File: src/rtl/twp_pkg.sv
package twp_pkg;

  localparam int BYTE_W = 8;
  localparam int OP_W   = 4;
  localparam int POT_W  = 2;
  localparam int SEL_W  = 2;
  localparam int CNT_W  = $clog2(BYTE_W + 2);

  localparam logic [OP_W-1:0] OP_GLOAD   = 4'b0001;
  localparam logic [OP_W-1:0] OP_STEP    = 4'b0010;
  localparam logic [OP_W-1:0] OP_GSAVE   = 4'b1000;
  localparam logic [OP_W-1:0] OP_RD_WIP  = 4'b1001;
  localparam logic [OP_W-1:0] OP_WR_WIP  = 4'b1010;
  localparam logic [OP_W-1:0] OP_RD_DAT  = 4'b1011;
  localparam logic [OP_W-1:0] OP_WR_DAT  = 4'b1100;
  localparam logic [OP_W-1:0] OP_LOAD    = 4'b1101;
  localparam logic [OP_W-1:0] OP_SAVE    = 4'b1110;

  typedef struct packed {
    logic [OP_W-1:0]   op;
    logic [POT_W-1:0]  pot;
    logic [SEL_W-1:0]  sel;
    logic [BYTE_W-1:0] data;
  } cmd_t;

  function automatic logic op_is_xfer(input logic [OP_W-1:0] op);
    return (op == OP_LOAD) || (op == OP_SAVE) || (op == OP_GLOAD) || (op == OP_GSAVE);
  endfunction

  function automatic logic op_is_write(input logic [OP_W-1:0] op);
    return (op == OP_WR_WIP) || (op == OP_WR_DAT);
  endfunction

  function automatic logic op_is_read(input logic [OP_W-1:0] op);
    return (op == OP_RD_WIP) || (op == OP_RD_DAT);
  endfunction

  function automatic logic op_valid(input logic [OP_W-1:0] op);
    return op_is_xfer(op) || op_is_write(op) || op_is_read(op) || (op == OP_STEP);
  endfunction

endpackage

File: src/rtl/twp_bus_sync.sv
module twp_bus_sync #(
  parameter int STAGES = 2
) (
  input  logic clk,
  input  logic rst_n,
  input  logic scl_i,
  input  logic sda_i,
  output logic scl_s,
  output logic sda_s,
  output logic scl_rise,
  output logic scl_fall,
  output logic start_det,
  output logic stop_det
);

  logic [STAGES-1:0] scl_q;
  logic [STAGES-1:0] sda_q;
  logic              scl_p;
  logic              sda_p;

  generate
    for (genvar i = 0; i < STAGES; i++) begin : g_stage
      if (i == 0) begin : g_first
        always_ff @(posedge clk or negedge rst_n) begin
          if (!rst_n) begin
            scl_q[i] <= 1'b1;
            sda_q[i] <= 1'b1;
          end else begin
            scl_q[i] <= scl_i;
            sda_q[i] <= sda_i;
          end
        end
      end else begin : g_next
        always_ff @(posedge clk or negedge rst_n) begin
          if (!rst_n) begin
            scl_q[i] <= 1'b1;
            sda_q[i] <= 1'b1;
          end else begin
            scl_q[i] <= scl_q[i-1];
            sda_q[i] <= sda_q[i-1];
          end
        end
      end
    end
  endgenerate

  always_ff @(posedge clk or negedge rst_n) begin
    if (!rst_n) begin
      scl_p <= 1'b1;
      sda_p <= 1'b1;
    end else begin
      scl_p <= scl_q[STAGES-1];
      sda_p <= sda_q[STAGES-1];
    end
  end

  assign scl_s     = scl_q[STAGES-1];
  assign sda_s     = sda_q[STAGES-1];
  assign scl_rise  = scl_s & ~scl_p;
  assign scl_fall  = ~scl_s & scl_p;
  assign start_det = scl_s & scl_p & sda_p & ~sda_s;
  assign stop_det  = scl_s & scl_p & ~sda_p & sda_s;

endmodule

File: src/rtl/twp_cmd_slot.sv
module twp_cmd_slot
  import twp_pkg::*;
(
  input  logic clk,
  input  logic rst_n,
  input  logic push,
  input  cmd_t push_cmd,
  input  logic cmd_ready,
  output logic cmd_valid,
  output cmd_t cmd_out
);

  always_ff @(posedge clk or negedge rst_n) begin
    if (!rst_n) begin
      cmd_valid <= 1'b0;
      cmd_out   <= '0;
    end else if (push && !cmd_valid) begin
      cmd_valid <= 1'b1;
      cmd_out   <= push_cmd;
    end else if (cmd_valid && cmd_ready) begin
      cmd_valid <= 1'b0;
    end
  end


  hold_under_stall_chk: assert property (@(posedge clk) disable iff (!rst_n)
    cmd_valid && !cmd_ready |=> cmd_valid && $stable(cmd_out));


  no_push_when_full_chk: assert property (@(posedge clk) disable iff (!rst_n)
    push |-> !cmd_valid);

endmodule

File: src/rtl/twp_proto_fsm.sv
module twp_proto_fsm
  import twp_pkg::*;
#(
  parameter logic [3:0] DEV_TYPE = 4'b0101
) (
  input  logic              clk,
  input  logic              rst_n,
  input  logic              scl_s,
  input  logic              scl_rise,
  input  logic              scl_fall,
  input  logic              start_det,
  input  logic              stop_det,
  input  logic              sda_s,
  input  logic [3:0]        dev_addr,
  input  logic              nv_busy,
  input  logic              slot_full,
  input  logic [BYTE_W-1:0] rd_data,
  output logic              sda_low,
  output logic              push,
  output cmd_t              push_cmd,
  output logic [POT_W-1:0]  rd_pot,
  output logic [SEL_W-1:0]  rd_sel,
  output logic              rd_from_dr
);

  typedef enum logic [2:0] {
    ST_IDLE, ST_ADDR, ST_INSTR, ST_WDATA, ST_READ, ST_STEP
  } st_e;

  localparam logic [CNT_W-1:0] LAST_BIT = CNT_W'(BYTE_W);

  st_e               state;
  st_e               next_st;
  logic [CNT_W-1:0]  bitcnt;
  logic [BYTE_W-1:0] shreg;
  logic [BYTE_W-1:0] tx;
  logic              ackph;
  logic [OP_W-1:0]   iop;
  logic [POT_W-1:0]  ipot;
  logic [SEL_W-1:0]  isel;

  logic              ev_ack;
  logic              ev_push;
  st_e               ev_nx;
  cmd_t              ev_cmd;
  logic              rx_state;
  logic [OP_W-1:0]   sh_op;

  assign sh_op    = shreg[BYTE_W-1 -: OP_W];
  assign rx_state = (state == ST_ADDR) || (state == ST_INSTR) || (state == ST_WDATA);

  // decision taken on the falling edge that opens the acknowledge bit
  always_comb begin
    ev_ack  = 1'b0;
    ev_push = 1'b0;
    ev_nx   = ST_IDLE;
    ev_cmd  = '0;
    case (state)
      ST_ADDR: begin
        ev_ack = (shreg[7:4] == DEV_TYPE) && (shreg[3:0] == dev_addr) && !nv_busy;
        ev_nx  = ST_INSTR;
      end
      ST_INSTR: begin
        ev_cmd.op  = sh_op;
        ev_cmd.pot = shreg[3:2];
        ev_cmd.sel = shreg[1:0];
        if (op_is_read(sh_op)) begin
          ev_ack = 1'b1;
          ev_nx  = ST_READ;
        end else if (op_is_write(sh_op)) begin
          ev_ack = 1'b1;
          ev_nx  = ST_WDATA;
        end else if (sh_op == OP_STEP) begin
          ev_ack = 1'b1;
          ev_nx  = ST_STEP;
        end else if (op_is_xfer(sh_op)) begin
          ev_ack  = !slot_full;
          ev_push = !slot_full;
          ev_nx   = ST_IDLE;
        end
      end
      ST_WDATA: begin
        ev_ack      = !slot_full;
        ev_push     = !slot_full;
        ev_cmd.op   = iop;
        ev_cmd.pot  = ipot;
        ev_cmd.sel  = isel;
        ev_cmd.data = shreg;
        ev_nx       = ST_IDLE;
      end
      default: ;
    endcase
  end

  always_ff @(posedge clk or negedge rst_n) begin
    if (!rst_n) begin
      state    <= ST_IDLE;
      next_st  <= ST_IDLE;
      bitcnt   <= '0;
      shreg    <= '0;
      tx       <= '0;
      ackph    <= 1'b0;
      sda_low  <= 1'b0;
      push     <= 1'b0;
      push_cmd <= '0;
      iop      <= '0;
      ipot     <= '0;
      isel     <= '0;
    end else begin
      push <= 1'b0;
      if (start_det) begin
        state   <= ST_ADDR;
        bitcnt  <= '0;
        ackph   <= 1'b0;
        sda_low <= 1'b0;
      end else if (stop_det) begin
        state   <= ST_IDLE;
        bitcnt  <= '0;
        ackph   <= 1'b0;
        sda_low <= 1'b0;
      end else begin
        case (state)
          ST_ADDR, ST_INSTR, ST_WDATA: begin
            if (scl_rise && !ackph && bitcnt != LAST_BIT) begin
              shreg  <= {shreg[BYTE_W-2:0], sda_s};
              bitcnt <= bitcnt + 1'b1;
            end
            if (scl_fall) begin
              if (ackph) begin
                ackph  <= 1'b0;
                bitcnt <= '0;
                state  <= next_st;
                if (next_st == ST_READ) begin
                  sda_low <= ~rd_data[BYTE_W-1];
                  tx      <= {rd_data[BYTE_W-2:0], 1'b0};
                end else begin
                  sda_low <= 1'b0;
                end
              end else if (bitcnt == LAST_BIT) begin
                ackph    <= 1'b1;
                sda_low  <= ev_ack;
                next_st  <= ev_ack ? ev_nx : ST_IDLE;
                push     <= ev_push;
                push_cmd <= ev_cmd;
                if (state == ST_INSTR) begin
                  iop  <= sh_op;
                  ipot <= shreg[3:2];
                  isel <= shreg[1:0];
                end
              end
            end
          end
          ST_READ: begin
            if (scl_rise) bitcnt <= bitcnt + 1'b1;
            if (scl_fall) begin
              if (bitcnt < LAST_BIT) begin
                sda_low <= ~tx[BYTE_W-1];
                tx      <= {tx[BYTE_W-2:0], 1'b0};
              end else if (bitcnt == LAST_BIT) begin
                sda_low <= 1'b0;
              end else begin
                state <= ST_IDLE;
              end
            end
          end
          ST_STEP: begin
            if (scl_rise && !slot_full) begin
              push          <= 1'b1;
              push_cmd.op   <= OP_STEP;
              push_cmd.pot  <= ipot;
              push_cmd.sel  <= isel;
              push_cmd.data <= {{(BYTE_W-1){1'b0}}, sda_s};
            end
          end
          default: ;
        endcase
      end
    end
  end

  assign rd_pot     = ipot;
  assign rd_sel     = isel;
  assign rd_from_dr = (iop == OP_RD_DAT);


  start_to_addr_chk: assert property (@(posedge clk) disable iff (!rst_n)
    start_det |=> state == ST_ADDR && !sda_low);


  stop_to_idle_chk: assert property (@(posedge clk) disable iff (!rst_n)
    stop_det |=> state == ST_IDLE && !sda_low);


  busy_refuse_chk: assert property (@(posedge clk) disable iff (!rst_n)
    state == ST_ADDR && scl_fall && !ackph && bitcnt == LAST_BIT && nv_busy && !start_det && !stop_det
    |=> !sda_low && next_st == ST_IDLE);


  only_valid_op_chk: assert property (@(posedge clk) disable iff (!rst_n)
    push |-> op_valid(push_cmd.op));


  drive_low_clock_chk: assert property (@(posedge clk) disable iff (!rst_n)
    $rose(sda_low) |-> !scl_s);


  step_only_in_step_chk: assert property (@(posedge clk) disable iff (!rst_n)
    push && push_cmd.op == OP_STEP && !rx_state |-> $past(state) == ST_STEP);

endmodule

File: src/rtl/twp_cmd_engine.sv
module twp_cmd_engine
  import twp_pkg::*;
#(
  parameter int         SYNC_STAGES = 2,
  parameter logic [3:0] DEV_TYPE    = 4'b0101
) (
  input  logic              clk,
  input  logic              rst_n,
  input  logic              scl_i,
  input  logic              sda_i,
  output logic              sda_oe,
  input  logic [3:0]        dev_addr,
  input  logic              nv_busy,
  output logic [POT_W-1:0]  rd_pot,
  output logic [SEL_W-1:0]  rd_sel,
  output logic              rd_from_dr,
  input  logic [BYTE_W-1:0] rd_data,
  output logic              cmd_valid,
  input  logic              cmd_ready,
  output logic [OP_W-1:0]   cmd_op,
  output logic [POT_W-1:0]  cmd_pot,
  output logic [SEL_W-1:0]  cmd_sel,
  output logic [BYTE_W-1:0] cmd_data
);

  logic scl_s, sda_s, scl_rise, scl_fall, start_det, stop_det;
  logic push;
  cmd_t push_cmd;
  cmd_t cmd_out;

  twp_bus_sync #(.STAGES(SYNC_STAGES)) u_sync (
    .clk       (clk),
    .rst_n     (rst_n),
    .scl_i     (scl_i),
    .sda_i     (sda_i),
    .scl_s     (scl_s),
    .sda_s     (sda_s),
    .scl_rise  (scl_rise),
    .scl_fall  (scl_fall),
    .start_det (start_det),
    .stop_det  (stop_det)
  );

  twp_proto_fsm #(.DEV_TYPE(DEV_TYPE)) u_fsm (
    .clk        (clk),
    .rst_n      (rst_n),
    .scl_s      (scl_s),
    .scl_rise   (scl_rise),
    .scl_fall   (scl_fall),
    .start_det  (start_det),
    .stop_det   (stop_det),
    .sda_s      (sda_s),
    .dev_addr   (dev_addr),
    .nv_busy    (nv_busy),
    .slot_full  (cmd_valid),
    .rd_data    (rd_data),
    .sda_low    (sda_oe),
    .push       (push),
    .push_cmd   (push_cmd),
    .rd_pot     (rd_pot),
    .rd_sel     (rd_sel),
    .rd_from_dr (rd_from_dr)
  );

  twp_cmd_slot u_slot (
    .clk       (clk),
    .rst_n     (rst_n),
    .push      (push),
    .push_cmd  (push_cmd),
    .cmd_ready (cmd_ready),
    .cmd_valid (cmd_valid),
    .cmd_out   (cmd_out)
  );

  assign cmd_op   = cmd_out.op;
  assign cmd_pot  = cmd_out.pot;
  assign cmd_sel  = cmd_out.sel;
  assign cmd_data = cmd_out.data;


  reset_quiet_chk: assert property (@(posedge clk)
    $rose(rst_n) |-> !sda_oe && !cmd_valid);

endmodule

File: config.mk
export PLATFORM = sky130hd
export DESIGN_NAME = twp_cmd_engine
export DESIGN_NICKNAME = d
export VERILOG_FILES = /design/src/rtl/twp_pkg.sv /design/src/rtl/twp_bus_sync.sv /design/src/rtl/twp_cmd_slot.sv /design/src/rtl/twp_proto_fsm.sv /design/src/rtl/twp_cmd_engine.sv
export SDC_FILE = /design/constraint.sdc
export NUM_CORES = 1
export LEC_CHECK = 0
export ABC_CLOCK_PERIOD_IN_PS = 3070
export BUFFER_PORTS_ARGS = -buffer_cell sky130_fd_sc_hd__buf_2
export CORE_MARGIN = 2
export CORE_UTILIZATION = 40
export CTS_CLUSTER_DIAMETER = 40
export DETAILED_ROUTE_END_ITERATION = 6
export SYNTH_ARGS = -nofsm -noshare
export SYNTH_HDL_FRONTEND = slang
export SYNTH_HIERARCHICAL = 1
export SYNTH_SLANG_ARGS = --single-unit
File: constraint.sdc
create_clock -name clk -period 3.07 [get_ports clk]
set_clock_uncertainty 0.1 [all_clocks]
set_input_delay 0.7675 -clock clk [delete_from_list [all_inputs] [get_ports clk]]
set_output_delay 0.7675 -clock clk [all_outputs]
set_load 0.1 [all_outputs]
==> out/results.txt, run 1 <==
Clock Path Buffers = 2
crit path max fanout = 9
RSZ-0062 raised after global routing = false
HPWL Detailed = 5090 um
Hold WC Path Type = flop to flop
register area share after synthesis = 52.2%
Die W = 99.0 um
Fill cells = 820
Setup-failing EPs final = 0
Slew headroom = 56.6%
DR iter-0 viols = 163
R2R Path Start = u_sync/sda_s$_DFF_PN1_
drt pass-1 iters = 4
post-DR wirelength/cell = 15.5 um
Inserted Clock Buffers = 9
vias in the first global route = 2534
R2R setup slack = 0.60 ns
post-CTS sizing = 0
Routed Antenna Nets = 0
VDD IR max = 0.000242 V
clk sinks = 75
fmax = 404 MHz
share of the synthesized area in the top cell type = 47.8%
Synth Net Count = 336
setup TNS = 0 ns
kind of critical path = flop to flop
Setup crit end = u_fsm/tx[3]$_DFFE_PN0P_
Initial Util = 41.4%
synthesized flop and latch total = 75
commonest non-fill, non-tap cells in the layout = dfrtp_1, buf_2, nand2_1, mux2_2, o21ai_0
element type at the critical path end = flop
WP data required = 3.20 ns
area leader, netlist = dfrtp_1
Slew @ Worst Pin = 0.651 ns
Non-Filler Instances = 468
pin count of the biggest net entering global routing = 42
asr flop ratio synth = 100%
wire length of the first global-routing pass = 12700 um
DRC = 0
# diodes = 0
DR vias/cell = 5.35
post-CTS setup buffers = 0
status = finished, final reports clean
top_reg_cell synth = dfrtp_1
P_leak = 1.94 nW
synthesized cell area = 0.00361 sq mm
later-pin clock latency in the skew report = 0.35 ns
RD Place Congestion = 0.873
placed cells = 452
CP startpoint = u_sync/sda_s$_DFF_PN1_
synthesized area per cell = 11.4 sq um
CTS tree = yes
core area = 0.00872 sq mm
# rows = 34
Power per Cell Area = 637 mW/mm^2
final worst path period need = 2.47 ns
die area = 0.00980 sq mm
CTS clock-pin slew for the worst setup and hold paths = 0.09 ns
Util after Layout = 46.8%
crit share post-route = 80.6%
Total Wirelength = 7250 um
# H-tree levels = 3
number of synthesized flops with an enable pin = 0
commonest non-fill, non-tap cell in the layout = dfrtp_1
Fin Hold WS = 0.253 ns
total gr overflow = 0
Reg2Reg Depth = 5
Mapped Cells = 316
Nets = 375
PortBufs = 40
Setup crit start kind = flop
crit path DAT = 2.61 ns
share of cells above drive strength 1 = 33.1%
Total GRT Usage = 16.4%
final number of max-transition violations = 0
Root Driver = clkbuf_8
Vias = 2504
Max Cap Viol = 0
area delta synth->final = 13.0%
IO Count = 41
count of final hold-check violations = 0
die height = 99.0 um
top area cells in the synthesized netlist = dfrtp_1, mux2_2, dfstp_2
initial antenna violation count = 0
Synth warnings = 6
Netlist cell types = 58
reg2reg end = u_fsm/tx[3]$_DFFE_PN0P_
Post-CTS Hold Buffers = 0
-- cell usage after synthesis (all sizes together), types with 5 or more instances --
cell type and instances:
nand2 38, mux2i 5, mux2 43, buf 9, a21oi 10, o21ai 21, inv 9, nor2b 5
dfstp 6, clkbuf 7, dfrtp 69, nor2 20
-- routing by layer --
layer / track usage, % / routed length [um] / vias to the layer above
met5: 0 / 0 / -
met4: 6.01 / 57 / 0
met3: 4.18 / 297 / 4
met2: 24.6 / 3420 / 54
met1: 22.9 / 3470 / 1241
li1: - / - / 1205
-- critical path, stage by stage, from the launching register on --
cell and delay (ns):
dfstp_2 0.57, and4b_1 0.22, nor2_1 0.47, nand2_1 0.21
nor3_4 0.41, mux2_2 0.38
-- power breakdown --
part / total (W) / switching (W) / internal [W]
logic: 0.000509 / 0.000279 / 0.000230
clock network: 0.000791 / 0.000404 / 0.000388
registers: 0.00130 / 0.000202 / 0.00110
-- through the flow --
step / setup WS (ns) / power, W / area, sq um
6_report: 0.597 / 0.00260 / 4080
5_1_grt: 0.460 / 0.00277 / 4080
4_1_cts: 0.575 / 0.00264 / 4080
3_3_place_gp: 0.683 / 0.00181 / 3870
2_1_floorplan: 0.920 / 0.00167 / 3610
3_5_place_dp: 0.599 / 0.00183 / 3870
-- final cells by class --
type,instances,area [sq um],area share [%]
Sequential cell,75,1880,46.2
Multi-Input combinational cell,216,1590,38.9
Timing Repair Buffer,44,233,5.71
Tap cell,108,135,3.31
Clock buffer,9,124,3.04
Clock inverter,7,82.6,2.02
Inverter,9,33.8,0.828
-- flip-flops by register name (all words and copies together), names as in the netlist --
signal / count
u_sync/sda_s: 1
u_fsm/ackph: 1
u_fsm/next_st: 3
u_fsm/rd_sel: 2
u_slot/cmd_out: 16
u_sync/scl_s: 1
u_fsm/push_cmd: 16
u_sync/sda_p: 1
u_sync/sda_q: 1
u_fsm/shreg: 8
u_fsm/push: 1
u_sync/scl_p: 1
u_fsm/state: 3
u_fsm/sda_low: 1
u_sync/scl_q: 1
u_fsm/tx: 7
u_slot/cmd_valid: 1
u_fsm/iop: 4
u_fsm/bitcnt: 4
u_fsm/rd_pot: 2
-- worst min path at each step --
stage | slack [ns] | to | start | cells after the start
finish | 0.25 | u_sync/sda_s$_DFF_PN1_ | u_sync/sda_q[0]$_DFF_PN1_ | 0
detailed placement | 0.25 | u_sync/sda_s$_DFF_PN1_ | u_sync/sda_q[0]$_DFF_PN1_ | 0
global route | 0.26 | u_sync/sda_s$_DFF_PN1_ | u_sync/sda_q[0]$_DFF_PN1_ | 0
CTS | 0.27 | u_sync/scl_s$_DFF_PN1_ | u_sync/scl_q[0]$_DFF_PN1_ | 0
floorplan | 0.25 | u_sync/scl_s$_DFF_PN1_ | u_sync/scl_q[0]$_DFF_PN1_ | 0
global placement | 0.25 | u_sync/sda_s$_DFF_PN1_ | u_sync/sda_q[0]$_DFF_PN1_ | 0
-- cell families (layout without fill, tap and decap cells) --
family,after synthesis,in the layout,share of synthesized area [%]
compound gates,63,63,11.7
simple gates,95,95,13.8
mux,48,48,15.8
buf+inv,25,69,3.85
fa+ha+maj,2,2,0.693
flops,75,75,52.2
xor+xnor,8,8,1.94
Note: power is estimated with default switching activity, not from simulation.
==> run 2, diff against run 1 <==
ABC_AREA = 1   (was unset)
ABC_CLOCK_PERIOD_IN_PS = 2400   (was 3070)
clock period = 2.4 ns   (was 3.07 ns; I/O delays follow)
==> out/results.txt, run 2 <==
# diodes = 0
Post-CTS Hold Buffers = 0
Nets = 479
total gr overflow = 0
Mapped Cells = 416
Total GRT Usage = 17.0%
wire length of the first global-routing pass = 13300 um
share of the synthesized area in the top cell type = 48.0%
final number of max-transition violations = 0
Power per Cell Area = 908 mW/mm^2
crit path DAT = 1.55 ns
commonest non-fill, non-tap cells in the layout = nand2_1, dfrtp_1, inv_1, buf_2, o21ai_0
RD Place Congestion = 0.880
crit path max fanout = 3
die area = 0.00977 sq mm
Slew headroom = 56.1%
status = finished, final reports clean
crit share post-route = 93.8%
drt pass-1 iters = 5
Clock Path Buffers = 2
Max Cap Viol = 0
Routed Antenna Nets = 0
Netlist cell types = 38
kind of critical path = flop to primary output
synthesized area per cell = 8.65 sq um
CTS tree = yes
P_leak = 2.05 nW
post-DR wirelength/cell = 13.4 um
synthesized flop and latch total = 75
most common cell in the synthesized netlist = nand2_1
commonest cells in the netlist = nand2_1, dfrtp_1, inv_1
asr flop ratio synth = 100%
Setup crit start kind = flop
setup TNS = 0 ns
core area = 0.00872 sq mm
PortBufs = 40
# H-tree levels = 3
# rows = 34
register area share after synthesis = 52.4%
IO Count = 41
WP data required = 1.70 ns
synthesized cell area = 0.00360 sq mm
Util after Layout = 46.7%
Synth warnings = 6
DR iter-0 viols = 194
Fill cells = 860
Top Registers = u_fsm/push_cmd (16), u_slot/cmd_out (16), u_fsm/shreg (8)
later-pin clock latency in the skew report = 0.35 ns
area leader, netlist = dfrtp_1
die height = 98.8 um
Setup-failing EPs final = 0
pin count of the biggest net entering global routing = 38
post-CTS sizing = 0
share of cells above drive strength 1 = 21.8%
area delta synth->final = 13.1%
commonest non-fill, non-tap cell in the layout = nand2_1
Inserted Clock Buffers = 9
count of final hold-check violations = 0
top area cells in the synthesized netlist = dfrtp_1, nand2_1, inv_1
Synth Net Count = 436
Initial Util = 41.3%
vias in the first global route = 2753
Hold WC Path Type = input port to asynchronous set/reset pin
DRC = 0
element type at the critical path end = primary output
R2R Path Start = u_sync/sda_s$_DFF_PN1_
Total Wirelength = 7690 um
post-CTS setup buffers = 0
VDD IR max = 0.000454 V
initial antenna violation count = 0
clk sinks = 75
Die W = 98.8 um
HPWL Detailed = 5600 um
Vias = 2839
fmax = 444 MHz
number of synthesized flops with an enable pin = 0
CTS clock-pin slew for the worst setup and hold paths = 0.09 ns
DR vias/cell = 4.96
CP startpoint = u_fsm/iop[2]$_DFFE_PN0P_
top_reg_cell synth = dfrtp_1
final worst path period need = 2.25 ns
RSZ-0062 raised after global routing = false
Root Driver = clkbuf_8
Slew @ Worst Pin = 0.657 ns
run 2: worst max-delay path: stages (launching register included):
cell and delay [ns]:
dfrtp_1 0.43, nor4_4 0.30, buf_2 0.47
run 2: logic make-up (layout without fill, tap and decap cells):
kind of cell / Yosys count / count (layout) / share of synthesized area (%)
multiplexers: 1 / 1 / 0.313
AO/OA/AOI/OAI: 81 / 81 / 14.1
buffers and inverters: 63 / 111 / 8.41
AND/OR/NAND/NOR: 194 / 194 / 24.1
flip-flops: 75 / 75 / 52.4
adder cells (fa/ha/maj): 2 / 2 / 0.695
run 2: stage by stage:
stage	worst slack [ns]	power, W	instance area [sq um]	std cells	hold slack, ns
global placement	0.336	0.00277	3880	556	0.251
CTS	0.115	0.00372	4070	572	0.0974
detailed placement	0.299	0.00279	3880	556	0.252
finish	0.148	0.00369	4070	572	0.0893
floorplan	0.192	0.00249	3610	416	0.204
global route	0.0317	0.00396	4070	572	0.110
run 2: final timing paths:
kind | end | slack (ns) | depth (start not counted)
max | rd_from_dr | 0.15 | 2
min | u_fsm/push_cmd[1]$_DFFE_PN0P_ | 0.09 | 1
max reg2reg | u_fsm/shreg[4]$_DFFE_PN0P_ | 0.28 | 9
min reg2reg | u_sync/scl_s$_DFF_PN1_ | 0.26 | 0
max in group asynchronous | u_fsm/push_cmd[15]$_DFFE_PN0P_ | 1.41 | 2
min in group clk | u_sync/sda_q[0]$_DFF_PN1_ | 0.24 | 1
run 2: final cells by class:
cell class	count	area (sq um)	share of cell area [%]
inverter	49	191	4.70
clock inverter	7	60.1	1.48
tap	108	135	3.32
multi-input combinational	278	1430	35.1
timing repair buffer	46	248	6.09
clock buffer	9	124	3.04
sequential	75	1880	46.3
run 2: per-layer routing:
layer | global-route usage [%] | up-vias | wire length, um
met5 | 0 | - | 0
met4 | 7.06 | 0 | 121
met3 | 3.48 | 12 | 371
met2 | 24.7 | 72 | 3350
met1 | 24.9 | 1309 | 3850
li1 | - | 1446 | -
run 2: power breakdown:
part / internal (W) / switching [W]
combinational: 0.000344 / 0.000763
clock: 0.000391 / 0.000521
sequential: 0.00147 / 0.000205
==> run 3, diff against run 2 <==
--- a/config.mk
+++ b/config.mk
@@ -7,6 +7,7 @@
 export LEC_CHECK = 0
 export ABC_AREA = 1
-export ABC_CLOCK_PERIOD_IN_PS = 2400
+export ABC_CLOCK_PERIOD_IN_PS = 2790
 export BUFFER_PORTS_ARGS = -buffer_cell sky130_fd_sc_hd__buf_2
+export CAP_MARGIN = 20
 export CORE_MARGIN = 2
 export CORE_UTILIZATION = 40
==> constraint.sdc (replaced) <==
create_clock -name clk -period 2.79 [get_ports clk]
set_clock_uncertainty 0.1 [all_clocks]
set_input_delay 0.4185 -clock clk [delete_from_list [all_inputs] [get_ports clk]]
set_output_delay 0.4185 -clock clk [all_outputs]
set_load 0.1 [all_outputs]
==> out/results.txt, run 3 (same netlist as run 2, synthesis figures left out) <==
status = finished, final reports clean
die area = 0.00977 sq mm
most frequent CP cell = nand2_1
CTS tree = yes
Max Cap Viol = 0
die height = 98.8 um
kind of critical path = flop to flop
initial antenna violation count = 0
CP top delay family = simple AND/OR/NAND/NOR gates
final worst path period need = 2.09 ns
# H-tree levels = 3
Total GRT Usage = 16.6%
element type at the critical path end = flop
post-DR wirelength/cell = 12.9 um
final number of max-transition violations = 0
vias in the first global route = 2702
Routed Antenna Nets = 0
VDD IR max = 0.000359 V
Vias = 2855
Clock Path Buffers = 2
DR vias/cell = 5.02
commonest non-fill, non-tap cells in the layout = nand2_1, dfrtp_1, inv_1, buf_2, o21ai_0
Setup-failing EPs final = 0
share of cells above drive strength 1 = 21.3%
Critical-path top delay cell = dfstp_2
DR iter-0 viols = 210
Inserted Clock Buffers = 9
GRT met1 Usage = 23.9%
Setup crit start kind = flop
pin count of the biggest net entering global routing = 76
crit share post-route = 75.1%
PortBufs = 40
IO Count = 41
Fin Hold WS = 0.0525 ns
area delta synth->final = 12.8%
drt pass-1 iters = 4
CTS clock-pin slew for the worst setup and hold paths = 0.09 ns
fmax = 478 MHz
Fill cells = 856
Non-Filler Instances = 569
Critical path buffers and inverters = 1
clk sinks = 75
Power, Total = 0.00323 W
Crit path depth = 10
Initial Util = 41.3%
Reg2Reg Depth = 10
P_leak = 2.05 nW
post-CTS sizing = 0
WP data required = 2.96 ns
crit path DAT = 2.27 ns
core area = 0.00872 sq mm
Post-CTS Hold Buffers = 0
GR Layer Usage met2 = 23.5%
Die W = 98.8 um
placed cells = 553
count of final hold-check violations = 0
total gr overflow = 0
CP startpoint = u_sync/scl_s$_DFF_PN1_
reg2reg end = u_fsm/state[1]$_DFFE_PN0P_
CP Cell Sequence = nand2_1 -> nor2_1 -> nor2_4 -> inv_1 -> nor2_1 -> nand2_1 -> nand2_1 -> nor3_4 -> nand4_1 -> o21ai_0
post-CTS setup buffers = 0
Hold WC Path Type = input port to flop
Root Driver = clkbuf_8
max incr delay on CP = 0.55 ns
# rows = 34
Slew @ Worst Pin = 0.923 ns
# diodes = 0
RD Place Congestion = 0.865
commonest non-fill, non-tap cell in the layout = nand2_1
wire length of the first global-routing pass = 12900 um
Slew headroom = 38.4%
later-pin clock latency in the skew report = 0.36 ns
HPWL Detailed = 5300 um
Util after Layout = 46.6%
DRC = 0
crit path max fanout = 7
Top Registers = u_fsm/push_cmd (16), u_slot/cmd_out (16), u_fsm/shreg (8)
RSZ-0062 raised after global routing = false
Power per Cell Area = 796 mW/mm^2
routing usage on met3 = 4.04%
global routing's busiest layer = met1
Setup crit end = u_fsm/state[1]$_DFFE_PN0P_
R2R Path Start = u_sync/scl_s$_DFF_PN1_
setup TNS = 0 ns
Total Wirelength = 7340 um
R2R setup slack = 0.70 ns
Nets = 476
## run 3: changes by cell type in the layout (fill, tap and decap cells not counted), sizes merged
| cell | delta |
|---|---|
| buf | -3 |
| bufinv | +1 |
| clkinvlp | -1 |
## run 3: final cells by class
cell class,instances,area (sq um),share of cell area [%]
clock inverters,7,82.6,2.03
repair buffers,43,225,5.55
well taps,108,135,3.33
multi-input cells,278,1420,34.9
clock buffers,9,124,3.05
inverters,49,191,4.71
flip-flops and latches,75,1880,46.4
## run 3: power by group
group          total [W]  internal [W]  switching, W
logic           0.000930      0.000286      0.000644
registers        0.00143       0.00126      0.000168
clock network   0.000871      0.000427      0.000444
## run 3: how the worst min path moves through the flow
stage	from	to	cells after the start
after floorplan	rst_n	u_fsm/ackph$_DFFE_PN0P_	0
after global placement	u_sync/scl_q[0]$_DFF_PN1_	u_sync/scl_s$_DFF_PN1_	0
after detailed placement	u_sync/sda_q[0]$_DFF_PN1_	u_sync/sda_s$_DFF_PN1_	0
after CTS	sda_i	u_sync/sda_q[0]$_DFF_PN1_	1
after global routing	sda_i	u_sync/sda_q[0]$_DFF_PN1_	1
final	sda_i	u_sync/sda_q[0]$_DFF_PN1_	1
## run 3: metal layers
layer	wire length, um	part of all wire [%]
met2	3090	42
met5	0	0
met4	159	2.2
met3	407	5.5
met1	3680	50
## run 3: metrics by stage
step                instance area (sq um)  setup slack [ns]
floorplan                            3600             0.132
global placement                     3850             0.743
detailed placement                   3850             0.711
CTS                                  4060             0.653
global route                         4060             0.452
finish                               4060             0.696
